--- src/rtl/pt_pkg.sv ---
package pt_pkg;
  typedef enum logic [1:0] {
    TRAP_NONE    = 2'd0,
    TRAP_BOUND   = 2'd1,
    TRAP_INVALID = 2'd2,
    TRAP_PROT    = 2'd3
  } trap_e;
endpackage

--- src/rtl/pt_cam.sv ---
module pt_cam #(
  parameter int N_ENT = 8,
  parameter int PN_W  = 6,
  parameter int FR_W  = 8,
  localparam int IDX_W = $clog2(N_ENT)
) (
  input  logic             clk_i,
  input  logic             rst_ni,
  input  logic             flush_i,
  input  logic [PN_W-1:0]  lk_page_i,
  input  logic             fill_i,
  input  logic [IDX_W-1:0] fill_idx_i,
  input  logic [PN_W-1:0]  fill_page_i,
  input  logic [FR_W-1:0]  fill_frame_i,
  input  logic             fill_wr_i,
  output logic             hit_o,
  output logic [IDX_W-1:0] hit_idx_o,
  output logic [FR_W-1:0]  hit_frame_o,
  output logic             hit_wr_o,
  output logic             full_o,
  output logic [IDX_W-1:0] free_idx_o
);
  logic [N_ENT-1:0] vld_q;
  logic [PN_W-1:0]  pg_q  [N_ENT];
  logic [FR_W-1:0]  fr_q  [N_ENT];
  logic [N_ENT-1:0] wr_q;
  logic [N_ENT-1:0] match;

  // parallel compare of every entry
  for (genvar g = 0; g < N_ENT; g++) begin : g_cmp
    assign match[g] = vld_q[g] && (pg_q[g] == lk_page_i);
  end

  always_comb begin
    hit_idx_o   = '0;
    hit_frame_o = '0;
    hit_wr_o    = 1'b0;
    for (int i = 0; i < N_ENT; i++) begin
      if (match[i]) begin
        hit_idx_o   = IDX_W'(i);
        hit_frame_o = fr_q[i];
        hit_wr_o    = wr_q[i];
      end
    end
  end

  always_comb begin
    free_idx_o = '0;
    for (int i = N_ENT - 1; i >= 0; i--) begin
      if (!vld_q[i]) free_idx_o = IDX_W'(i);
    end
  end

  assign hit_o  = |match;
  assign full_o = &vld_q;

  always_ff @(posedge clk_i or negedge rst_ni) begin
    if (!rst_ni) begin
      vld_q <= '0;
      wr_q  <= '0;
      for (int i = 0; i < N_ENT; i++) begin
        pg_q[i] <= '0;
        fr_q[i] <= '0;
      end
    end else if (flush_i) begin
      vld_q <= '0;
    end else if (fill_i) begin
      vld_q[fill_idx_i] <= 1'b1;
      pg_q[fill_idx_i]  <= fill_page_i;
      fr_q[fill_idx_i]  <= fill_frame_i;
      wr_q[fill_idx_i]  <= fill_wr_i;
    end
  end

  assert_single_match_R11: assert property (@(posedge clk_i) disable iff (!rst_ni)
    $onehot0(match));
endmodule

--- src/rtl/pt_lru.sv ---
module pt_lru #(
  parameter int N_ENT = 8,
  localparam int IDX_W = $clog2(N_ENT)
) (
  input  logic             clk_i,
  input  logic             rst_ni,
  input  logic             flush_i,
  input  logic             touch_i,
  input  logic [IDX_W-1:0] touch_idx_i,
  output logic [IDX_W-1:0] lru_idx_o
);
  logic [IDX_W-1:0] stamp_q [N_ENT];
  logic [N_ENT-1:0] oldest;

  for (genvar g = 0; g < N_ENT; g++) begin : g_old
    assign oldest[g] = (stamp_q[g] == '0);
  end

  always_comb begin
    lru_idx_o = '0;
    for (int i = 0; i < N_ENT; i++) begin
      if (oldest[i]) lru_idx_o = IDX_W'(i);
    end
  end

  // touched entry takes the top stamp; newer ones shift down by one
  always_ff @(posedge clk_i or negedge rst_ni) begin
    if (!rst_ni) begin
      for (int i = 0; i < N_ENT; i++) stamp_q[i] <= IDX_W'(i);
    end else if (flush_i) begin
      for (int i = 0; i < N_ENT; i++) stamp_q[i] <= IDX_W'(i);
    end else if (touch_i) begin
      for (int i = 0; i < N_ENT; i++) begin
        if (IDX_W'(i) == touch_idx_i)
          stamp_q[i] <= IDX_W'(N_ENT - 1);
        else if (stamp_q[i] > stamp_q[touch_idx_i])
          stamp_q[i] <= stamp_q[i] - 1'b1;
      end
    end
  end

  assert_one_oldest_R10: assert property (@(posedge clk_i) disable iff (!rst_ni)
    $countones(oldest) == 1);
endmodule

--- src/rtl/page_xlate.sv ---
module page_xlate
  import pt_pkg::*;
#(
  parameter int PN_W  = 6,
  parameter int OFF_W = 4,
  parameter int FR_W  = 8,
  parameter int MA_W  = 12,
  parameter int N_ENT = 8,
  localparam int LA_W  = PN_W + OFF_W,
  localparam int PA_W  = FR_W + OFF_W,
  localparam int PTE_W = FR_W + 2,
  localparam int IDX_W = $clog2(N_ENT)
) (
  input  logic             clk_i,
  input  logic             rst_ni,
  input  logic             req_i,
  input  logic [LA_W-1:0]  laddr_i,
  input  logic             wr_i,
  input  logic             base_ld_i,
  input  logic [MA_W-1:0]  base_i,
  input  logic             lim_ld_i,
  input  logic [PN_W-1:0]  lim_i,
  output logic             mem_req_o,
  output logic [MA_W-1:0]  mem_addr_o,
  input  logic             mem_rvalid_i,
  input  logic [PTE_W-1:0] mem_rdata_i,
  output logic             done_o,
  output logic [PA_W-1:0]  paddr_o,
  output logic [1:0]       trap_o
);
  logic [MA_W-1:0]  base_q;
  logic [PN_W-1:0]  lim_q;
  logic             busy_q;
  logic [PN_W-1:0]  wpage_q;
  logic [OFF_W-1:0] woff_q;
  logic             wwr_q;

  logic [PN_W-1:0]  pn;
  logic [OFF_W-1:0] off;
  logic             accept, in_bound;
  logic             hit, hit_wr, full;
  logic [IDX_W-1:0] hit_idx, free_idx, lru_idx, victim;
  logic [FR_W-1:0]  hit_frame;
  logic             resp, pte_vld, pte_wr, fill;
  logic [FR_W-1:0]  pte_frame;
  logic             touch;
  logic [IDX_W-1:0] touch_idx;

  assign pn       = laddr_i[LA_W-1:OFF_W];
  assign off      = laddr_i[OFF_W-1:0];
  assign accept   = req_i && !busy_q;
  assign in_bound = (pn <= lim_q);

  assign resp      = busy_q && mem_rvalid_i;
  assign pte_frame = mem_rdata_i[PTE_W-1:2];
  assign pte_vld   = mem_rdata_i[1];
  assign pte_wr    = mem_rdata_i[0];
  assign fill      = resp && pte_vld;
  assign victim    = full ? lru_idx : free_idx;

  assign touch     = fill || (accept && in_bound && hit);
  assign touch_idx = fill ? victim : hit_idx;

  pt_cam #(.N_ENT(N_ENT), .PN_W(PN_W), .FR_W(FR_W)) u_cam (
    .clk_i        (clk_i),
    .rst_ni       (rst_ni),
    .flush_i      (base_ld_i),
    .lk_page_i    (pn),
    .fill_i       (fill),
    .fill_idx_i   (victim),
    .fill_page_i  (wpage_q),
    .fill_frame_i (pte_frame),
    .fill_wr_i    (pte_wr),
    .hit_o        (hit),
    .hit_idx_o    (hit_idx),
    .hit_frame_o  (hit_frame),
    .hit_wr_o     (hit_wr),
    .full_o       (full),
    .free_idx_o   (free_idx)
  );

  pt_lru #(.N_ENT(N_ENT)) u_lru (
    .clk_i       (clk_i),
    .rst_ni      (rst_ni),
    .flush_i     (base_ld_i),
    .touch_i     (touch),
    .touch_idx_i (touch_idx),
    .lru_idx_o   (lru_idx)
  );

  always_ff @(posedge clk_i or negedge rst_ni) begin
    if (!rst_ni) begin
      base_q <= '0;
      lim_q  <= '0;
    end else begin
      if (base_ld_i) base_q <= base_i;
      if (lim_ld_i)  lim_q  <= lim_i;
    end
  end

  always_ff @(posedge clk_i or negedge rst_ni) begin
    if (!rst_ni) begin
      busy_q     <= 1'b0;
      wpage_q    <= '0;
      woff_q     <= '0;
      wwr_q      <= 1'b0;
      mem_req_o  <= 1'b0;
      mem_addr_o <= '0;
      done_o     <= 1'b0;
      paddr_o    <= '0;
      trap_o     <= TRAP_NONE;
    end else begin
      done_o <= 1'b0;
      if (accept) begin
        if (!in_bound) begin
          done_o  <= 1'b1;
          paddr_o <= '0;
          trap_o  <= TRAP_BOUND;
        end else if (hit) begin
          done_o  <= 1'b1;
          paddr_o <= {hit_frame, off};
          trap_o  <= (wr_i && !hit_wr) ? TRAP_PROT : TRAP_NONE;
        end else begin
          busy_q     <= 1'b1;
          mem_req_o  <= 1'b1;
          mem_addr_o <= base_q + MA_W'(pn);
          wpage_q    <= pn;
          woff_q     <= off;
          wwr_q      <= wr_i;
        end
      end else if (resp) begin
        busy_q    <= 1'b0;
        mem_req_o <= 1'b0;
        done_o    <= 1'b1;
        paddr_o   <= {pte_frame, woff_q};
        if (!pte_vld)              trap_o <= TRAP_INVALID;
        else if (wwr_q && !pte_wr) trap_o <= TRAP_PROT;
        else                       trap_o <= TRAP_NONE;
      end
    end
  end

  assert_hit_one_cycle_R3: assert property (@(posedge clk_i) disable iff (!rst_ni)
    (accept && in_bound && hit) |=> (done_o && !mem_req_o));

  assert_bound_trap_R4: assert property (@(posedge clk_i) disable iff (!rst_ni)
    (accept && !in_bound) |=> (done_o && trap_o == TRAP_BOUND && !mem_req_o));

  assert_walk_hold_R5: assert property (@(posedge clk_i) disable iff (!rst_ni)
    (mem_req_o && !mem_rvalid_i) |=> (mem_req_o && $stable(mem_addr_o) && !done_o));

  assert_walk_done_R6: assert property (@(posedge clk_i) disable iff (!rst_ni)
    (mem_req_o && mem_rvalid_i) |=> (done_o && !mem_req_o));

  assert_invalid_trap_R7: assert property (@(posedge clk_i) disable iff (!rst_ni)
    (mem_req_o && mem_rvalid_i && !mem_rdata_i[1]) |=> (trap_o == TRAP_INVALID));
endmodule

--- config.mk ---
export PLATFORM = sky130hd
export DESIGN_NAME = page_xlate
export DESIGN_NICKNAME = d
export VERILOG_FILES = /design/src/rtl/pt_pkg.sv /design/src/rtl/pt_cam.sv /design/src/rtl/pt_lru.sv /design/src/rtl/page_xlate.sv
export SDC_FILE = /design/constraint.sdc
export NUM_CORES = 1
export LEC_CHECK = 0
export ABC_AREA = 1
export CORE_ASPECT_RATIO = 0.6
export CORE_MARGIN = 4
export CORE_UTILIZATION = 58
export DETAILED_ROUTE_END_ITERATION = 16
export DONT_BUFFER_PORTS = 1
export GPL_TIMING_DRIVEN = 0
export HOLD_SLACK_MARGIN = 0.03
export PLACE_DENSITY = 0.75
export SYNTH_ARGS = -nofsm -noshare
export SYNTH_HDL_FRONTEND = slang
export SYNTH_SLANG_ARGS = --single-unit
--- constraint.sdc ---
create_clock -name clk_i -period 3.28 [get_ports clk_i]
set_clock_uncertainty 0.05 [all_clocks]
set_input_delay 0.656 -clock clk_i [delete_from_list [all_inputs] [get_ports clk_i]]
set_output_delay 0.656 -clock clk_i [all_outputs]
set_load 0.02 [all_outputs]
==> flow_summary.json <==
{
  "maxSlewHeadroom": 0.515,
  "antenna_found_initial": 0,
  "yosys.cell_types.count": 52,
  "grt_max_degree": 210,
  "synth_area_um2": 11400,
  "first_iter_violations": 1198,
  "portBuffers": 0,
  "synth_common_cells": "nand2_1, dfrtp_1, o21ai_0",
  "synth_area_per_cell_um2": 7.81,
  "final_nets": 1603,
  "gp_congestion": 0.966,
  "path_cells": "inv_2 > ha_2 > nand2_2 > nand2_2 > a31o_1 > a21oi_2 > inv_2 > o21ai_4 > buf_4 > nand2_8 > o22ai_4 > a21oi_2 > a31oi_4 > buf_12 > ha_4 > nand3_2 > nand2_1 > inv_1 > nand2_1 > nand2_1 > nand2_2 > buf_4 > nand3_1 > nand2_1",
  "critPathBufInv": 6,
  "dp_slack_ns": -0.728,
  "ys_ff_latch": 209,
  "antenna_cells": 0,
  "dieArea_um2": 22100,
  "tightest_slew_ns": 0.728,
  "die_height_um": 117,
  "hpwl_um": 23700,
  "powerDensity_nw_per_um2": 701,
  "grt_pass1_vias": 9681,
  "seq_area_frac_synth": 0.459,
  "drc": 0,
  "async_flop_share": 1.00,
  "route.vias.total": 10458,
  "yosysTopAreaCell": "dfrtp_1",
  "ys_warn_count": 0,
  "power_mw": 9.13,
  "drt-total-wl_um": 33500,
  "cts_tree": "done",
  "cp.arrival_ns": 3.87,
  "final_cells": 1794,
  "setup_viol": 24,
  "rsz0062_at_grt": "true",
  "synth_top_cells_by_area": "dfrtp_1, nand2_1, o21ai_0, ha_1, inv_1",
  "critical_path.max_stage_delay_ns": 0.55,
  "yosysMostFrequentCell": "nand2_1",
  "cts_sinks": 209,
  "cts_buffer_depth": 3,
  "grt_first_pass_wirelength_um": 53200,
  "clk_pin_slew_ns": 0.06,
  "dp_cells": 1728,
  "synth_edf_count": 0,
  "outcome": "complete, but fails checks",
  "drive_above_1_share": 0.135,
  "clockRootBuffer": "clkbuf_16",
  "slowest_stage": "dfstp_2",
  "insertion_delay_ns": 0.51,
  "cp_max_fo": 5,
  "finalCritPeriodShare": 1.06,
  "worstHoldPathType": "primary input to asynchronous set/reset pin",
  "layout_min_cycle_time_ns": 3.49,
  "cp-end-kind": "flip-flop",
  "area_growth_syn_to_layout_pct": 14.0,
  "hold_ws_ns": -0.207,
  "crit_type": "flip-flop to flip-flop",
  "power_frac_comb": 0.319,
  "ant_nets": 0,
  "slew_violations": 0,
  "critPathRequiredTime_ns": 3.66,
  "start_util": 0.596,
  "worstSetupStartpointType": "flip-flop",
  "drtPass1Iterations": 5,
  "io_pins": 73,
  "finalSetupTns_ns": -3.30,
  "cap_violations": 0,
  "wl_per_cell_um": 18.7,
  "clockPowerShare": 0.272,
  "ys.flop_type": "dfrtp_1",
  "die_w_um": 189,
  "p_sw_frac": 0.376,
  "power.internal_mw": 5.70,
  "via_per_inst": 5.83,
  "violations": "hold timing, setup timing",
  "timing.fmax_mhz": 287,
  "p_seq_frac": 0.410,
  "critPathMostFrequentCell": "nand2_1",
  "multi_input_comb_area_um2": 5690,
  "yosysTopAreaCellShare": 0.431,
  "ir_drop_mv": 0.511,
  "fillers": 1601,
  "gr-total-overflow": 0,
  "hold_viol_final": 198,
  "syn_inst": 1462,
  "track_usage": 0.305,
  "h-tree-depth": 1,
  "register_area_um2": 5250,
  "rows": 39,
  "synth_nets": 1551,
  "final.setup.worst_slack_ns": -0.208,
  "cts_made_buffers": 21,
  "p_leak_nw": 6.29,
  "core_region_area_um2": 19200,
  "crit_family": "compound AO/OA/AOI/OAI gates",
  "power.switching_mw": 3.44
}
-- cell type report --
cell class              instances  share of cell area
multi-input cells            1053               0.437
flip-flops and latches        209               0.403
clock buffers                  33              0.0500
inverters                     146              0.0427
well taps                     266              0.0256
plain buffers                  54              0.0197
repair buffers                 29              0.0183
clock inverters                 4             0.00423
-- metrics by stage --
step | utilization | cell area (um2)
3_5_place_dp | 0.615 | 11800
5_1_grt | 0.679 | 13000
2_1_floorplan | - | 11500
6_report | 0.679 | 13000
4_1_cts | 0.670 | 12800
3_3_place_gp | 0.615 | 11800
-- power groups by stage --
stage	clock [mW]	combinational (mW)	sequential, mW
final	2.48	2.91	3.74
after global routing	2.61	3.26	3.79
after CTS	2.50	2.72	3.72
after detailed placement	0	2.41	3.75
after global placement	0	2.33	3.74
after floorplan	0	1.87	3.60
-- cells in the final DEF (no fill, tap or decap), drive strengths merged, types with 7 or more instances in the layout --
cell	n
a21oi	52
dfstp	12
o21ai	183
inv	146
o211ai	7
xor2	11
a31oi	8
ha	43
nand2	500
buf	42
nand3	90
dfrtp	197
nand4	21
o22ai	8
xnor2	13
nor2	71
clkbuf	74
nor3	15
-- final timing paths --
kind	startpoint	to	slack (ns)	cells after the start
min reg2reg	u_lru.stamp_q[18]$_DFFE_PN1P_	u_lru.stamp_q[18]$_DFFE_PN1P_	0.42	2
max in group asynchronous	rst_ni	u_lru.stamp_q[12]$_DFFE_PN1P_	3.06	0
min	rst_ni	u_cam.pg_q[36]$_DFFE_PN0P_	-0.21	0
max	u_lru.stamp_q[4]$_DFFE_PN1P_	u_lru.stamp_q[18]$_DFFE_PN1P_	-0.21	24
min in group clk_i	mem_rvalid_i	busy_q$_DFFE_PN0P_	0.20	1
max reg2reg	u_lru.stamp_q[4]$_DFFE_PN1P_	u_lru.stamp_q[18]$_DFFE_PN1P_	-0.21	24
-- layer usage --
layer / track usage / wire length (um)
met1: 0.480 / 15700
met5: 0 / 0
met4: 0.0796 / 810
met3: 0.0944 / 4310
met2: 0.403 / 12700
-- logic make-up (layout without fill, tap and decap cells) --
logic type / Yosys count / in the layout / synth area share
AOI/OAI and AO/OA: 275 / 275 / 0.131
and+or+nand+nor: 704 / 704 / 0.267
adders and majority gates: 44 / 44 / 0.0488
buffers and inverters: 200 / 266 / 0.0704
DFF: 209 / 209 / 0.459
xor gates and xnor gates: 24 / 24 / 0.0184
muxes: 6 / 6 / 0.00537
-- repair_timing --
action                                  CTS  global route
gates resized for setup                  40            32
gates cloned                              0             0
buffers inserted                         17            12
endpoints found under the setup margin   24            35
hold endpoints to repair                209           206
pin swaps                                18            24
-- flip-flops by register name (all words and copies together) (netlist names) --
register / flops
lim_q: 6
u_cam.pg_q: 48
u_cam.wr_q: 8
trap_o: 2
busy_q: 1
base_q: 12
u_cam.fr_q: 64
u_lru.stamp_q: 24
done_o: 1
paddr_o: 12
mem_addr_o: 12
wwr_q: 1
u_cam.vld_q: 8
woff_q: 4
wpage_q: 6
-- worst register-to-register path, cell delays in order (launching register included) --
cell and delay (ns):
dfstp_2 0.55, inv_2 0.05, ha_2 0.17, nand2_2 0.11, nand2_2 0.07, a31o_1 0.21
a21oi_2 0.17, inv_2 0.08, o21ai_4 0.22, buf_4 0.19, nand2_8 0.07, o22ai_4 0.19
a21oi_2 0.07, a31oi_4 0.23, buf_12 0.17, ha_4 0.21, nand3_2 0.06, nand2_1 0.04
inv_1 0.04, nand2_1 0.05, nand2_1 0.08, nand2_2 0.09, buf_4 0.14, nand3_1 0.07
nand2_1 0.06
(Power assumes the default switching activity.)
